<file path="src/rtl/pbk_cnt_pkg.sv">
package pbk_cnt_pkg;

  // Command strobes from the control to the counting datapath
  typedef struct packed {
    logic clrCnt;
    logic incCnt;
  } cntCmd_t;

  typedef enum logic [2:0] {
    FMT_U8    = 3'd0,
    FMT_ULAW  = 3'd1,
    FMT_S16LE = 3'd2,
    FMT_ALAW  = 3'd3,
    FMT_RSV4  = 3'd4,
    FMT_ADPCM = 3'd5,
    FMT_S16BE = 3'd6,
    FMT_RSV7  = 3'd7
  } fmtCode_t;

endpackage

</file>
<file path="src/rtl/pbk_fmt_decode.sv">
module pbk_fmt_decode
  import pbk_cnt_pkg::*;
#(
  parameter int RATE_IDX_W = 3
) (
  input  logic [7:0]            fmtReg,
  input  logic                  modeExt,
  output logic                  fmtErr,
  output logic                  rateOk,
  output logic [RATE_IDX_W:0]   rateSel,
  output logic [1:0]            shiftOut
);
  localparam int IDX_LO = 1;
  localparam int IDX_HI = IDX_LO + RATE_IDX_W - 1;

  fmtCode_t code;
  logic     stereo;
  logic [RATE_IDX_W-1:0] rateIdx;

  assign code    = fmtCode_t'(fmtReg[7:5] & {modeExt, 2'b11});
  assign stereo  = fmtReg[4];
  assign rateIdx = fmtReg[IDX_HI:IDX_LO];
  assign rateSel = {fmtReg[0], rateIdx};

  // The first crystal table has two holes
  assign rateOk = fmtReg[0] ||
                  !((rateIdx == RATE_IDX_W'(4)) || (rateIdx == RATE_IDX_W'(5)));

  always_comb begin
    fmtErr   = 1'b0;
    shiftOut = 2'd0;
    unique case (code)
      FMT_U8, FMT_ULAW, FMT_ALAW: shiftOut = {1'b0, stereo};
      FMT_S16LE, FMT_S16BE:       shiftOut = stereo ? 2'd2 : 2'd1;
      default:                    fmtErr   = 1'b1;
    endcase
  end

endmodule

</file>
<file path="src/rtl/pbk_cnt_path.sv">
module pbk_cnt_path
  import pbk_cnt_pkg::*;
#(
  parameter int CNT_W = 16
) (
  input  logic             clk,
  input  logic             rstN,
  input  logic [CNT_W-1:0] baseCnt,
  input  logic [1:0]       shift,
  input  cntCmd_t          cmd,
  output logic             nextHit,
  output logic             atLimit
);
  localparam int TERM_W = CNT_W + 2;

  logic [TERM_W-1:0] term;
  logic [TERM_W-1:0] cnt;
  logic [TERM_W-1:0] cntInc;

  assign term    = {2'b00, baseCnt} << shift;
  assign cntInc  = cnt + TERM_W'(1);
  assign nextHit = (cntInc == term);
  assign atLimit = (cnt >= term);

  always_ff @(posedge clk) begin
    if (!rstN)            cnt <= '0;
    else if (cmd.clrCnt)  cnt <= '0;
    else if (cmd.incCnt)  cnt <= cntInc;
  end

  // the control never counts a byte at or past the terminal count
  p_inc_below_r9: assert property (@(posedge clk) disable iff (!rstN)
    cmd.incCnt |-> (cnt < term));

endmodule

</file>
<file path="src/rtl/pbk_cnt_ctrl.sv">
module pbk_cnt_ctrl
  import pbk_cnt_pkg::*;
(
  input  logic    clk,
  input  logic    rstN,
  input  logic    playEn,
  input  logic    cfgOk,
  input  logic    cntIntEn,
  input  logic    byteValid,
  input  logic    intClr,
  input  logic    nextHit,
  input  logic    atLimit,
  output logic    byteReady,
  output logic    irqPend,
  output logic    running,
  output cntCmd_t cmd
);
  logic runQ, hitQ, pendQ;
  logic startNow, accept, termHit;

  assign startNow  = playEn && cfgOk && !runQ;
  assign byteReady = runQ && !hitQ && !(cntIntEn && atLimit);
  assign accept    = byteValid && byteReady;
  assign termHit   = accept && cntIntEn && nextHit;

  assign cmd.incCnt = accept && cntIntEn;
  assign cmd.clrCnt = startNow || termHit;

  always_ff @(posedge clk) begin
    if (!rstN) begin
      runQ  <= 1'b0;
      hitQ  <= 1'b0;
      pendQ <= 1'b0;
    end else begin
      runQ <= playEn && cfgOk;
      hitQ <= termHit;
      if (termHit)     pendQ <= 1'b1;
      else if (intClr) pendQ <= 1'b0;
    end
  end

  assign irqPend = pendQ;
  assign running = runQ;

  // one bubble on the byte side when the interrupt rises
  p_bubble_r7: assert property (@(posedge clk) disable iff (!rstN)
    $rose(irqPend) |-> !byteReady);

  // a bad format or rate stops playback one cycle later
  p_err_stop_r11: assert property (@(posedge clk) disable iff (!rstN)
    !cfgOk |=> !byteReady);

  // a clear without a competing terminal count drops the flag
  p_clr_r10: assert property (@(posedge clk) disable iff (!rstN)
    (intClr && !termHit) |=> !irqPend);

  // a terminal count always leaves the flag set
  p_hit_r6: assert property (@(posedge clk) disable iff (!rstN)
    termHit |=> irqPend);

endmodule

</file>
<file path="src/rtl/pbk_count_irq.sv">
module pbk_count_irq
  import pbk_cnt_pkg::*;
#(
  parameter int CNT_W = 16
) (
  input  logic             clk,
  input  logic             rstN,
  input  logic [7:0]       fmtReg,
  input  logic             modeExt,
  input  logic             playEn,
  input  logic             cntIntEn,
  input  logic [CNT_W-1:0] baseCnt,
  input  logic             byteValid,
  input  logic             intClr,
  output logic             byteReady,
  output logic             irqPend,
  output logic             fmtErr,
  output logic             rateOk,
  output logic [3:0]       rateSel,
  output logic [1:0]       shiftOut,
  output logic             running
);
  cntCmd_t cmd;
  logic    nextHit, atLimit, cfgOk;

  pbk_fmt_decode #(.RATE_IDX_W(3)) uDec (
    .fmtReg   (fmtReg),
    .modeExt  (modeExt),
    .fmtErr   (fmtErr),
    .rateOk   (rateOk),
    .rateSel  (rateSel),
    .shiftOut (shiftOut)
  );

  assign cfgOk = !fmtErr && rateOk;

  pbk_cnt_ctrl uCtrl (
    .clk       (clk),
    .rstN      (rstN),
    .playEn    (playEn),
    .cfgOk     (cfgOk),
    .cntIntEn  (cntIntEn),
    .byteValid (byteValid),
    .intClr    (intClr),
    .nextHit   (nextHit),
    .atLimit   (atLimit),
    .byteReady (byteReady),
    .irqPend   (irqPend),
    .running   (running),
    .cmd       (cmd)
  );

  pbk_cnt_path #(.CNT_W(CNT_W)) uPath (
    .clk     (clk),
    .rstN    (rstN),
    .baseCnt (baseCnt),
    .shift   (shiftOut),
    .cmd     (cmd),
    .nextHit (nextHit),
    .atLimit (atLimit)
  );

endmodule

</file>
<file path="config.mk">
export PLATFORM = sky130hd
export DESIGN_NAME = pbk_count_irq
export DESIGN_NICKNAME = d
export VERILOG_FILES = /design/src/rtl/pbk_cnt_pkg.sv /design/src/rtl/pbk_fmt_decode.sv /design/src/rtl/pbk_cnt_path.sv /design/src/rtl/pbk_cnt_ctrl.sv /design/src/rtl/pbk_count_irq.sv
export SDC_FILE = /design/constraint.sdc
export NUM_CORES = 1
export LEC_CHECK = 0
export ABC_AREA = 1
export BUFFER_PORTS_ARGS = -buffer_cell sky130_fd_sc_hd__clkbuf_2
export CORE_AREA = 2 2 85 87
export CTS_CLUSTER_SIZE = 8
export DETAILED_ROUTE_END_ITERATION = 6
export DIE_AREA = 0 0 87 89
export PLACE_DENSITY = 0.64
export SETUP_SLACK_MARGIN = 0.5
export SLEW_MARGIN = 10
export SYNTH_ARGS = -nofsm -noshare
export SYNTH_HDL_FRONTEND = slang
export SYNTH_SLANG_ARGS = --single-unit
</file>
<file path="constraint.sdc">
create_clock -name clk -period 3.3 [get_ports clk]
set_clock_uncertainty 0.15 [all_clocks]
set_input_delay 0.165 -clock clk [delete_from_list [all_inputs] [get_ports clk]]
set_output_delay 0.165 -clock clk [all_outputs]
set_load 0.05 [all_outputs]
</file>
==> results of run 1 <==
==> sequential cells by signal, indices dropped and copies added, names as in the netlist <==
signal         count
uPath.cnt         18
uCtrl.hitQ         1
uCtrl.irqPend      1
uCtrl.running      1
==> kinds of logic after synthesis <==
| logic type | synth area share |
|---|---|
| AOI/OAI and AO/OA | 0.08486 |
| xor gates and xnor gates | 0.01969 |
| adders and majority gates | 0.08908 |
| buffers and inverters | 0.1491 |
| DFF | 0.1575 |
| and+or+nand+nor | 0.4998 |
==> stage by stage <==
step | setup WS [ps] | hold slack, ps | power (mW)
global placement | 188.0 | 180.8 | 0.4796
CTS | 481.4 | 7.027 | 0.6621
floorplan | 578.2 | 149.9 | 0.4342
detailed placement | 101.0 | 180.8 | 0.4835
global route | 472.7 | 10.27 | 0.7631
finish | 634.5 | 7.504 | 0.7140
==> cell type report <==
class,count,share of cell area
Clock buffer,3,0.01235
Multi-Input combinational cell,367,0.6243
Timing Repair Buffer,56,0.1220
Tap cell,80,0.02994
Inverter,75,0.08421
Sequential cell,21,0.1257
Clock inverter,1,0.001497
==> worst max-delay path: cells and delay by family <==
family / cells / cell delay, ps
buffers and inverters: 7 / 780
AO/OA/AOI/OAI: 3 / 300
adder cells (fa/ha/maj): 1 / 280
AND/OR/NAND/NOR: 13 / 1170
==> worst max path at each step <==
stage,end,slack (ps),depth (start not counted)
4_1_cts,byteReady,480,19
6_report,uPath.cnt[5],630,24
3_3_place_gp,uPath.cnt[4],190,19
5_1_grt,uPath.cnt[3],470,20
2_1_floorplan,uPath.cnt[13],580,21
3_5_place_dp,uPath.cnt[4],100,19
==> synth_stat cells <==
cell type                  instances  area (µm²)
sky130_fd_sc_hd__xor2_1            5       43.79
sky130_fd_sc_hd__nand3_1          54       270.3
sky130_fd_sc_hd__nor2_2           17       106.4
sky130_fd_sc_hd__buf_4             7       52.55
sky130_fd_sc_hd__buf_6             1       11.26
sky130_fd_sc_hd__a21o_1            2       15.01
sky130_fd_sc_hd__a31oi_2           1       12.51
sky130_fd_sc_hd__or3b_2            1       8.760
sky130_fd_sc_hd__inv_1            73       274.0
sky130_fd_sc_hd__o21ai_0          23       115.1
sky130_fd_sc_hd__nor2_4            2       22.52
sky130_fd_sc_hd__clkbuf_1          2       7.510
sky130_fd_sc_hd__o21a_1            1       7.510
sky130_fd_sc_hd__clkbuf_2          1       5.000
sky130_fd_sc_hd__nor2_1           44       165.2
sky130_fd_sc_hd__nand4_1          10       62.56
sky130_fd_sc_hd__nand3_2           2       20.02
sky130_fd_sc_hd__nand2_4           1       11.26
sky130_fd_sc_hd__nand2_1         151       566.8
sky130_fd_sc_hd__inv_2             2       7.510
sky130_fd_sc_hd__nand3b_1          7       52.55
sky130_fd_sc_hd__dfxtp_1          21       420.4
sky130_fd_sc_hd__buf_12            1       20.02
sky130_fd_sc_hd__nand2_2           5       31.28
sky130_fd_sc_hd__o22ai_1           1       6.260
sky130_fd_sc_hd__xnor2_1           1       8.760
sky130_fd_sc_hd__nor3_1            2       10.01
sky130_fd_sc_hd__and2_1            1       6.260
sky130_fd_sc_hd__o21bai_1          4       30.03
sky130_fd_sc_hd__ha_1             19       237.7
sky130_fd_sc_hd__buf_2             4       20.02
sky130_fd_sc_hd__a21oi_1           8       40.04
==> routing by layer <==
layer	GRT usage	routed length, µm	vias up
li1	-	-	1599
met1	0.2653	3693	1369
met2	0.3262	4002	102
met3	0.008310	390	14
met4	0.04403	156	0
met5	0	0	-
==> timing repair <==
action,4_1_cts,5_1_grt
gates resized for setup,4,60
hold buffers,1,0
pin swaps,0,12
buffers inserted,0,10
setup endpoints to repair,19,21
gates cloned,0,8
hold endpoints to repair,1,0
==> power by group through the flow <==
stage / logic, mW / clock network (mW) / registers (mW)
floorplan: 0.171 / 0 / 0.263
global placement: 0.218 / 0 / 0.261
detailed placement: 0.222 / 0 / 0.261
CTS: 0.228 / 0.179 / 0.255
global route: 0.313 / 0.194 / 0.256
finish: 0.282 / 0.176 / 0.255
==> impl_summary.log, run 1 <==
INFO  metric r2r_cells = 13
INFO  metric regToRegEndpoint = uPath.cnt[2]
INFO  metric dpl_hpwl = 5937 µm
INFO  metric clock_tree.root_cell = sky130_fd_sc_hd__clkbuf_8
INFO  metric hold_path_end = uCtrl.running
INFO  metric drt_iter0_markers = 202
INFO  metric timing_worst_setup_path_type = in2reg
INFO  metric h-tree-depth = 1
INFO  metric die_area = 0.007743 mm²
INFO  metric switching_share = 0.3834
INFO  metric ioPinCount = 42
INFO  metric multiInputGateArea = 0.002087 mm²
INFO  metric run_status = finished clean
INFO  metric wp_data_required = 3350 ps
INFO  metric hold_path.startpoint = rstN
INFO  metric slew_headroom = 0.4456
INFO  metric hold-path-cell-count = 3
INFO  metric postPlaceCellArea = 0.002883 mm²
INFO  metric stdcell_area = 0.003343 mm²
INFO  metric worst_r2r_startpoint = uPath.cnt[0]
INFO  metric globalplace.congestion = 0.9185
INFO  metric pwr-share-seq = 0.358
INFO  metric synth_cells = 474
INFO  metric fill_cells = 675
INFO  metric final_max_slew_viol_count = 0
INFO  metric grt_start_max_net_pins = 35
INFO  metric tritoncts = built
INFO  metric yosys_cell_types = 32
INFO  metric crit_top_cell = sky130_fd_sc_hd__nand2_1
INFO  metric route.detailed.wl_per_inst = 13.67 µm
INFO  metric placementRows = 30
INFO  metric start_util = 0.3972
INFO  metric seq_area_frac_synth = 0.1575
INFO  metric max_slew.worst_pin.slew = 828.6 ps
INFO  metric leading_cell_type_in_the_layout_fill_and_taps_excluded = sky130_fd_sc_hd__nand2_1
INFO  metric synth_nets = 524
INFO  metric critical_path.startpoint = fmtReg[5]
INFO  metric cts_sinks = 21
INFO  metric arrival = 2710 ps
INFO  metric cell_internal_power = 0.4403 mW
INFO  metric crit_slowest_cell = sky130_fd_sc_hd__ha_4
INFO  metric placement.io_buffers = 39
INFO  metric grt.overflow.total = 0
INFO  metric dr.pass1.iters = 5
INFO  metric worstHoldPathType = in2reg
INFO  metric power.clock.fraction = 0.247
INFO  metric timing.critical_path.slowest_cell_delay = 280 ps
INFO  metric via_total_after_detailed_routing = 3084
INFO  metric setup-violations-final = 0
INFO  metric clock_tree.buffer_depth = 2
INFO  metric number_of_nets_with_antenna_violations_after_detailed_routing = 0
INFO  metric areaGrowthSynthToFinish = 25.27%
INFO  metric grt_pass1_wl = 11710 µm
INFO  metric worst-path-max-fanout = 16
INFO  metric report.final.hold_viol_count = 0
INFO  metric power.static_leakage = 1.612 nW
INFO  metric chipWidth = 87 µm
INFO  metric layout.cells.most_common_list = 139 x sky130_fd_sc_hd__nand2_1, 72 x sky130_fd_sc_hd__inv_1, 52 x sky130_fd_sc_hd__nand3_1, 40 x sky130_fd_sc_hd__nor2_1, 36 x sky130_fd_sc_hd__clkbuf_2
INFO  metric mappedNetlistArea = 0.002669 mm²
INFO  metric num-nets-final = 574
INFO  metric cap_viol_max_count = 0
INFO  metric path_cells = clkbuf_2 -> inv_2 -> nand2_8 -> nor2_4 -> buf_12 -> a21oi_1 -> o21ai_1 -> nand2_1 -> inv_1 -> ha_4 -> nand2_2 -> nor2_2 -> nand2_1 -> nor3_1 -> nand2_1 -> nand4_1 -> nand2_2 -> nand3b_1 -> buf_6 -> clkbuf_16 -> nand2_1 -> o21ai_0 -> inv_1 -> nor2_2
INFO  metric clkLatencyLatePin = 260 ps
INFO  metric n_antenna_cell = 0
INFO  metric cts_inserted_buffers = 3
INFO  metric setup-tns-final = 0 ps
INFO  metric chipHeight = 89 µm
INFO  metric number_of_global_route_vias_before_repair = 2485
INFO  metric instances_no_fill = 603
INFO  metric synth.ff_latch_count = 21
INFO  metric type_of_destination_of_the_critical_path = flip-flop
INFO  metric p_per_area = 213.6 mW/mm²
INFO  metric power.share.combinational = 0.395
INFO  metric final_period_minus_worst_setup_slack = 2666 ps
INFO  metric worstSetupStartpointType = input port
INFO  metric max_freq = 375.2 MHz
INFO  metric grtUsageTotal = 0.1905
INFO  metric finalCoreUtilization = 0.4976
INFO  metric ff2ff_setup_slack = 660 ps
INFO  metric detail_route.drc_violations = 0
INFO  metric grt_antenna_before_repair = 0
INFO  metric fp.coreArea = 0.006719 mm²
INFO  metric vdd.ir_drop.worst = 166.0 µV
INFO  metric postSynthAreaPerCell = 5.630 µm²
INFO  metric register_area = 420.4 µm²
INFO  metric post_route_cells_drive_above_1_share = 0.2333
INFO  metric clkSlewWorstSetupHoldPaths = 90 ps
INFO  metric netSwitchingPower = 0.2738 mW
INFO  metric layout_worst_path_cycle_share = 0.8077
INFO  metric ys.warnings.count = 0
INFO  metric grt_setup_unrepaired = false
INFO  metric cell_count_post_placement = 580
INFO  metric vias_per_inst = 5.114
INFO  metric detail_route.wirelength = 8242 µm
No activity file was read; power rests on OpenSTA's default activity.
==> inputs of run 2 (changes only) <==
Clock period 3.3 ns to 2.6 ns, I/O delays scaled along.
==> run 2 against run 1 <==
The flow now finishes with violations (setup timing). Die area unchanged. Sequential share of layout area decreased by 2.2 points. Critical path depth unchanged. Final area increased by 22%. First-iteration DRC count increased by 26%. Via count increased by 9.5%. Flip-flop and latch count unchanged. Global-route usage increased by 2.3 points. Wire length increased by 13%. Combinational power increased by 82%. Clock power increased by 31%. Register-to-register slack got worse by 630 ps. Critical path type unchanged. Critical endpoint is now uPath.cnt[9]. Highest routed layer unchanged.
==> impl_summary.log, run 2 (synthesis results as in run 1) <==
INFO  metric run_status = finished with violations
INFO  metric failed_checks = setup timing
INFO  metric timing_worst_setup_path_type = in2reg
INFO  metric postPlaceCellArea = 0.003314 mm² (+15%)
INFO  metric final_max_slew_viol_count = 0 (unchanged)
INFO  metric grt_setup_unrepaired = true
INFO  metric n_antenna_cell = 0 (unchanged)
INFO  metric arrival = 2780 ps (+70 ps)
INFO  metric regToRegEndpoint = uPath.cnt[2]
INFO  metric h-tree-depth = 1 (unchanged)
INFO  metric grt_start_max_net_pins = 35 (unchanged)
INFO  metric critical_path.startpoint = fmtReg[5]
INFO  metric chipWidth = 87 µm (unchanged)
INFO  metric route.detailed.wl_per_inst = 14.33 µm (+4.8%)
INFO  metric max_slew.worst_pin.slew = 1236 ps (+407.0 ps)
INFO  metric start_util = 0.3972 (unchanged)
INFO  metric grt_pass1_wl = 13030 µm (+11%)
INFO  metric chipHeight = 89 µm (unchanged)
INFO  metric final_period_minus_worst_setup_slack = 2722 ps
INFO  metric ff2ff_setup_slack = 30 ps (-630 ps)
INFO  metric die_area = 0.007743 mm² (unchanged)
INFO  metric critPathCapture = uPath.cnt[9]
INFO  metric number_of_global_route_vias_before_repair = 2800 (+13%)
INFO  metric instances_no_fill = 651 (+8.0%)
INFO  metric drt_iter0_markers = 255 (+26%)
INFO  metric max_freq = 367.3 MHz
INFO  metric critical_path_depth = 24 (unchanged)
INFO  metric worst-path-max-fanout = 5 (-11)
INFO  metric report.final.hold_viol_count = 0 (unchanged)
INFO  metric cts_inserted_buffers = 3 (unchanged)
INFO  metric r2r_cells = 14 (+1)
INFO  metric dpl_hpwl = 6315 µm (+6.4%)
INFO  metric detail_route.drc_violations = 0 (unchanged)
INFO  metric layout.cells.most_common_list = 124 x sky130_fd_sc_hd__nand2_1, 67 x sky130_fd_sc_hd__inv_1, 49 x sky130_fd_sc_hd__nand3_1, 46 x sky130_fd_sc_hd__buf_4, 36 x sky130_fd_sc_hd__clkbuf_2
INFO  metric clock_tree.buffer_depth = 2 (unchanged)
INFO  metric setup-violations-final = 19 (+19)
INFO  metric setup-tns-final = -1646 ps (-1646 ps)
INFO  metric crit_top_cell = sky130_fd_sc_hd__nand2_1
INFO  metric grtUsageTotal = 0.2134 (+0.02289)
INFO  metric placementRows = 30 (unchanged)
INFO  metric via_total_after_detailed_routing = 3377 (+9.5%)
INFO  metric layout_worst_path_cycle_share = 1.047
INFO  metric power.static_leakage = 1.911 nW (+19%)
INFO  metric globalplace.congestion = 0.8799 (-4.2%)
INFO  metric cell_count_post_placement = 621 (+7.1%)
INFO  metric number_of_nets_with_antenna_violations_after_detailed_routing = 0 (unchanged)
INFO  metric fp.coreArea = 0.006719 mm² (unchanged)
INFO  metric fill_cells = 580 (-14%)
INFO  metric vdd.ir_drop.worst = 186.3 µV (+12%)
INFO  metric post_route_cells_drive_above_1_share = 0.3625 (+0.1293)
INFO  metric detail_route.wirelength = 9326 µm (+13%)
INFO  metric largest_register_ff_count = 18 (unchanged)
INFO  metric path_cells = clkbuf_16 -> inv_16 -> nand2_8 -> buf_6 -> nor2_4 -> buf_12 -> nand2_4 -> nand2_2 -> inv_1 -> ha_4 -> nand2_1 -> nor2_2 -> nand2_2 -> nor3_4 -> nand2_1 -> nand4_1 -> nand2_1 -> nand3b_1 -> buf_6 -> clkbuf_16 -> nand2_1 -> o21ai_1 -> inv_1 -> nor2_4
INFO  metric worstSetupStartpointType = input port
INFO  metric hold-path-cell-count = 3 (unchanged)
INFO  metric setup_ws = -122.3 ps (-756.7 ps)
INFO  metric p_per_area = 261.8 mW/mm² (+23%)
INFO  metric cts_sinks = 21 (unchanged)
INFO  metric leading_cell_type_in_the_layout_fill_and_taps_excluded = sky130_fd_sc_hd__nand2_1
INFO  metric placement.io_buffers = 39 (unchanged)
INFO  metric crit_slowest_cell = sky130_fd_sc_hd__ha_4
INFO  metric ioPinCount = 42 (unchanged)
INFO  metric dr.pass1.iters = 6 (+1)
INFO  metric tritoncts = built
INFO  metric stdcell_area = 0.004070 mm² (+22%)
INFO  metric clock_tree.root_cell = sky130_fd_sc_hd__clkbuf_8
INFO  metric wp_data_required = 2660 ps (-690 ps)
INFO  metric timing.critical_path.slowest_cell_delay = 280 ps (about the same)
INFO  metric clkSlewWorstSetupHoldPaths = 80 ps (about the same)
INFO  metric areaGrowthSynthToFinish = 52.51%
INFO  metric totalPowerFinal = 1.066 mW (+49%)
INFO  metric hold_ws = 10.03 ps (+2.524 ps)
INFO  metric cap_viol_max_count = 0 (unchanged)
INFO  metric slew_headroom = 0.1733 (-0.2723)
INFO  metric num-nets-final = 622 (+8.4%)
INFO  metric worstHoldPathType = in2reg
INFO  metric grt.overflow.total = 0 (unchanged)
INFO  metric max_flop_register = uPath.cnt
INFO  metric critical_path.top_delay_family = simple AND/OR/NAND/NOR gates
INFO  metric clkLatencyLatePin = 270 ps (about the same)
INFO  metric worstPathBufferInverterCount = 8 (+1)
INFO  metric grt_antenna_before_repair = 0 (unchanged)
INFO  metric vias_per_inst = 5.187 (+1.4%)
INFO  metric worst_r2r_startpoint = uPath.cnt[0]
INFO  metric type_of_destination_of_the_critical_path = flip-flop
[run 2: worst min path at each step]
stage              start             to  slack (ps)
2_1_floorplan       rstN  uCtrl.running         110
3_3_place_gp   fmtReg[1]     rateSel[0]         110
3_5_place_dp   fmtReg[1]     rateSel[0]         110
4_1_cts             rstN     uCtrl.hitQ           3
5_1_grt             rstN     uCtrl.hitQ          40
6_report            rstN     uCtrl.hitQ          10
[run 2: timing repair]
action,CTS,global route
setup endpoints to repair,21,21
buffers inserted,12,3
gates resized for setup,46,52
pin swaps,20,27
cloned,1,6
hold buffers,4,0
hold endpoints to repair,2,0
[run 2: layer usage]
| metal | vias to the layer above | track usage | part of all wire |
|---|---|---|---|
| met2 | 134 | 0.3803 | 0.49 |
| met3 | 27 | 0.01939 | 0.049 |
| met4 | 0 | 0.04545 | 0.033 |
| met5 | - | 0 | 0 |
| li1 | 1693 | - | - |
| met1 | 1523 | 0.2806 | 0.43 |
[run 2: final cells by class]
class / instances / area, µm² / share of cell area
well taps: 80 / 100.1 / 0.02459
repair buffers: 106 / 875.8 / 0.2152
clock buffers: 4 / 45.04 / 0.01107
flip-flops and latches: 21 / 421.7 / 0.1036
multi-input cells: 365 / 2327 / 0.5718
inverters: 75 / 300.3 / 0.07378
[run 2: report_power, final]
group	total (mW)	switching (mW)	internal, mW
Combinational	0.512	0.283	0.229
Sequential	0.324	0.00107	0.322
Clock	0.230	0.121	0.110
[run 2: through the flow]
step / util / setup WS [ps]
detailed placement: 0.4933 / -498.8
CTS: 0.5557 / -3.487
floorplan: - / 185.2
global placement: 0.4933 / -409.0
finish: 0.6058 / -122.3
global route: 0.6058 / -210.6
[run 2: worst reg2reg max path, stage by stage (launching register included)]
cell and delay (ps):
sky130_fd_sc_hd__dfxtp_1 360, sky130_fd_sc_hd__buf_4 170, sky130_fd_sc_hd__nand3_1 130, sky130_fd_sc_hd__nor2_1 250
sky130_fd_sc_hd__nand3_1 130, sky130_fd_sc_hd__nand2_1 90, sky130_fd_sc_hd__nand2_1 110, sky130_fd_sc_hd__nand2_1 120
sky130_fd_sc_hd__nand3_1 80, sky130_fd_sc_hd__nor2_1 120, sky130_fd_sc_hd__nand3_1 160, sky130_fd_sc_hd__nor2_4 160
sky130_fd_sc_hd__nand3_4 210, sky130_fd_sc_hd__nand2_4 180, sky130_fd_sc_hd__nor2_1 50
==> inputs of run 3 (changes only) <==
Settings changed: CELL_PAD_IN_SITES_DETAIL_PLACEMENT set to 0, CELL_PAD_IN_SITES_GLOBAL_PLACEMENT set to 1, CORE_AREA 2 2 85 87 to 2 2 86 88, DIE_AREA 0 0 87 89 to 0 0 88 90, PLACE_DENSITY 0.64 to 0.85.
==> run 3 against run 2 <==
Setup slack gained 36 ps. Wire length grew 6.6%. Final cell count grew 5.4%. Final area grew 3.8%. Largest cell class unchanged. Die area grew 2.3%. Critical endpoint is now byteReady. Core utilization shrank 0.41 points. Flip-flop and latch count is the same. Sequential share of layout area shrank 0.41 points. The run still ends with setup timing left.
==> impl_summary.log, run 3 (synthesis results as in run 1) <==
INFO  metric setup_ws = -85.84 ps (+36.43 ps)
INFO  metric vias_per_inst = 5.071 (-2.2%)
INFO  metric tritoncts = built
INFO  metric cts_inserted_buffers = 3 (unchanged)
INFO  metric hold_ws = 110.1 ps (+100.1 ps)
INFO  metric power.static_leakage = 1.996 nW (+4.5%)
INFO  metric fp.coreArea = 0.007020 mm² (+4.5%)
INFO  metric grt_setup_unrepaired = true
INFO  metric setup-tns-final = -1009 ps (+637.1 ps)
INFO  metric grtUsageTotal = 0.2339 (+0.02047)
INFO  metric placementRows = 31 (+3.3%)
INFO  metric detail_route.drc_violations = 0 (unchanged)
INFO  metric worstSetupStartpointType = input port
INFO  metric postPlaceCellArea = 0.003368 mm² (+1.6%)
INFO  metric layout_worst_path_cycle_share = 1.033 (-0.01401)
INFO  metric setup-violations-final = 19 (unchanged)
INFO  metric die_area = 0.007920 mm² (+2.3%)
INFO  metric clock_tree.root_cell = sky130_fd_sc_hd__clkbuf_8
INFO  metric worstPathBufferInverterCount = 9 (+1)
INFO  metric worstHoldPathType = in2out
INFO  metric timing_worst_setup_path_type = in2out
INFO  metric dpl_hpwl = 6425 µm (+1.7%)
INFO  metric chipHeight = 90 µm (+1.1%)
INFO  metric critical_path.top_delay_family = simple AND/OR/NAND/NOR gates
INFO  metric path_cells = clkbuf_16 -> inv_16 -> nand2_8 -> buf_6 -> nor2_4 -> buf_12 -> buf_4 -> nand2_4 -> nand2_2 -> inv_1 -> ha_4 -> nand2_2 -> nor2_1 -> and2_4 -> nand4_1 -> nand4_1 -> nand2_2 -> nand2_2 -> buf_6 -> inv_2 -> buf_8
INFO  metric grt_pass1_wl = 14750 µm (+13%)
INFO  metric grt.overflow.total = 0 (unchanged)
INFO  metric grt_antenna_before_repair = 0 (unchanged)
INFO  metric report.final.hold_viol_count = 0 (unchanged)
INFO  metric worst-path-max-fanout = 6 (+1)
INFO  metric number_of_global_route_vias_before_repair = 3145 (+12%)
INFO  metric arrival = 2410 ps (-370 ps)
INFO  metric placement.io_buffers = 39 (unchanged)
INFO  metric layout.cells.most_common_list = 118 x sky130_fd_sc_hd__nand2_1, 67 x sky130_fd_sc_hd__inv_1, 61 x sky130_fd_sc_hd__buf_4, 44 x sky130_fd_sc_hd__nand3_1, 36 x sky130_fd_sc_hd__clkbuf_2
INFO  metric slew_headroom = 0.1934 (+0.02015)
INFO  metric start_util = 0.3801 (-0.01706)
INFO  metric final_max_slew_viol_count = 0 (unchanged)
INFO  metric cap_viol_max_count = 0 (unchanged)
INFO  metric final_period_minus_worst_setup_slack = 2686 ps (-36.43 ps)
INFO  metric detail_route.wirelength = 9944 µm (+6.6%)
INFO  metric crit_top_cell = sky130_fd_sc_hd__nand2_2
INFO  metric clock_tree.buffer_depth = 2 (unchanged)
INFO  metric failed_checks = setup timing
INFO  metric max_slew.worst_pin.slew = 1205 ps (-30.11 ps)
INFO  metric totalPowerFinal = 1.097 mW (+3.0%)
INFO  metric globalplace.congestion = 0.8753 (-0.52%)
INFO  metric timing.critical_path.slowest_cell_delay = 280 ps (about the same)
INFO  metric crit_slowest_cell = sky130_fd_sc_hd__ha_4
INFO  metric post_route_cells_drive_above_1_share = 0.4003 (+0.03782)
INFO  metric via_total_after_detailed_routing = 3479 (+3.0%)
INFO  metric type_of_destination_of_the_critical_path = output pin
INFO  metric n_antenna_cell = 0 (unchanged)
INFO  metric ioPinCount = 42 (unchanged)
INFO  metric h-tree-depth = 1 (unchanged)
INFO  metric leading_cell_type_in_the_layout_fill_and_taps_excluded = sky130_fd_sc_hd__nand2_1
INFO  metric p_per_area = 259.8 mW/mm² (-0.76%)
INFO  metric grt_start_max_net_pins = 35 (unchanged)
INFO  metric largest_register_ff_count = 18 (unchanged)
INFO  metric drt_iter0_markers = 248 (-2.7%)
INFO  metric cts_sinks = 21 (unchanged)
INFO  metric chipWidth = 88 µm (+1.1%)
INFO  metric clkLatencyLatePin = 270 ps (about the same)
INFO  metric route.detailed.wl_per_inst = 14.50 µm (+1.2%)
INFO  metric areaGrowthSynthToFinish = 58.27%
INFO  metric number_of_nets_with_antenna_violations_after_detailed_routing = 0 (unchanged)
INFO  metric stdcell_area = 0.004224 mm² (+3.8%)
INFO  metric vdd.ir_drop.worst = 160.6 µV (-14%)
INFO  metric num-nets-final = 638 (+2.6%)
INFO  metric run_status = finished with violations
INFO  metric wp_data_required = 2320 ps (-340 ps)
INFO  metric dr.pass1.iters = 5 (-1)
INFO  metric max_flop_register = uPath.cnt
INFO  metric max_freq = 372.3 MHz (+1.4%)
[run 3: worst paths after layout]
kind | end | cells after the start | start | slack (ps)
max | byteReady | 21 | fmtReg[5] | -90
min reg2reg | uCtrl.irqPend | 2 | uCtrl.irqPend | 330
max reg2reg | uPath.cnt[11] | 13 | uPath.cnt[9] | 10
min | rateSel[0] | 0 | fmtReg[1] | 110
[run 3: worst register-to-register path: stages, from the launching register on]
cell and delay (ps):
sky130_fd_sc_hd__dfxtp_1 530, sky130_fd_sc_hd__nand2_1 140, sky130_fd_sc_hd__nor2_1 250, sky130_fd_sc_hd__nand3_2 170, sky130_fd_sc_hd__nand2_1 110, sky130_fd_sc_hd__nand2_1 110
sky130_fd_sc_hd__nand3_1 90, sky130_fd_sc_hd__nand2_1 50, sky130_fd_sc_hd__nor2_1 160, sky130_fd_sc_hd__nand3_1 150, sky130_fd_sc_hd__nor2_4 170, sky130_fd_sc_hd__nand3_4 200
sky130_fd_sc_hd__nand2_4 190, sky130_fd_sc_hd__nor2_2 50
[run 3: final cells by class]
cell class | count | area [µm²]
inverter | 75 | 300.3
sequential | 21 | 420.4
fill | 622 | 2796
tap | 99 | 123.9
timing repair buffer | 121 | 978.4
clock buffer | 4 | 45.04
multi-input combinational | 366 | 2356
[run 3: timing repair]
action,4_1_cts,5_1_grt
setup endpoints to repair,21,21
hold buffers,3,0
resized for setup,51,61
pin swaps,31,18
endpoints found under the hold margin,2,0
setup buffers,23,5
gates cloned,3,4
[run 3: power by group]
part	leakage [nW]	internal [mW]	total [mW]	switching, mW
Sequential	0.169	0.323	0.323	0.000967
Combinational	1.80	0.254	0.550	0.297
Clock	0.0228	0.110	0.223	0.114
Total	2.00	0.686	1.10	0.412
[run 3: routing by layer]
layer	vias to the layer above	global-route usage	wire length, µm
li1	1722	-	-
met1	1589	0.2887	4205
met2	120	0.3977	4830
met3	48	0.02204	385
met4	0	0.1141	522
met5	-	0	0
[run 3: metrics by stage]
| step | instances | worst slack (ps) | utilization |
|---|---|---|---|
| after detailed placement | 644 | -499.1 | 0.4798 |
| final | 686 | -85.84 | 0.6017 |
| after CTS | 677 | -35.95 | 0.5550 |
| after global placement | 644 | -428.8 | 0.4798 |
| after global routing | 686 | -244.8 | 0.6017 |
| after floorplan | 474 | 185.2 | - |
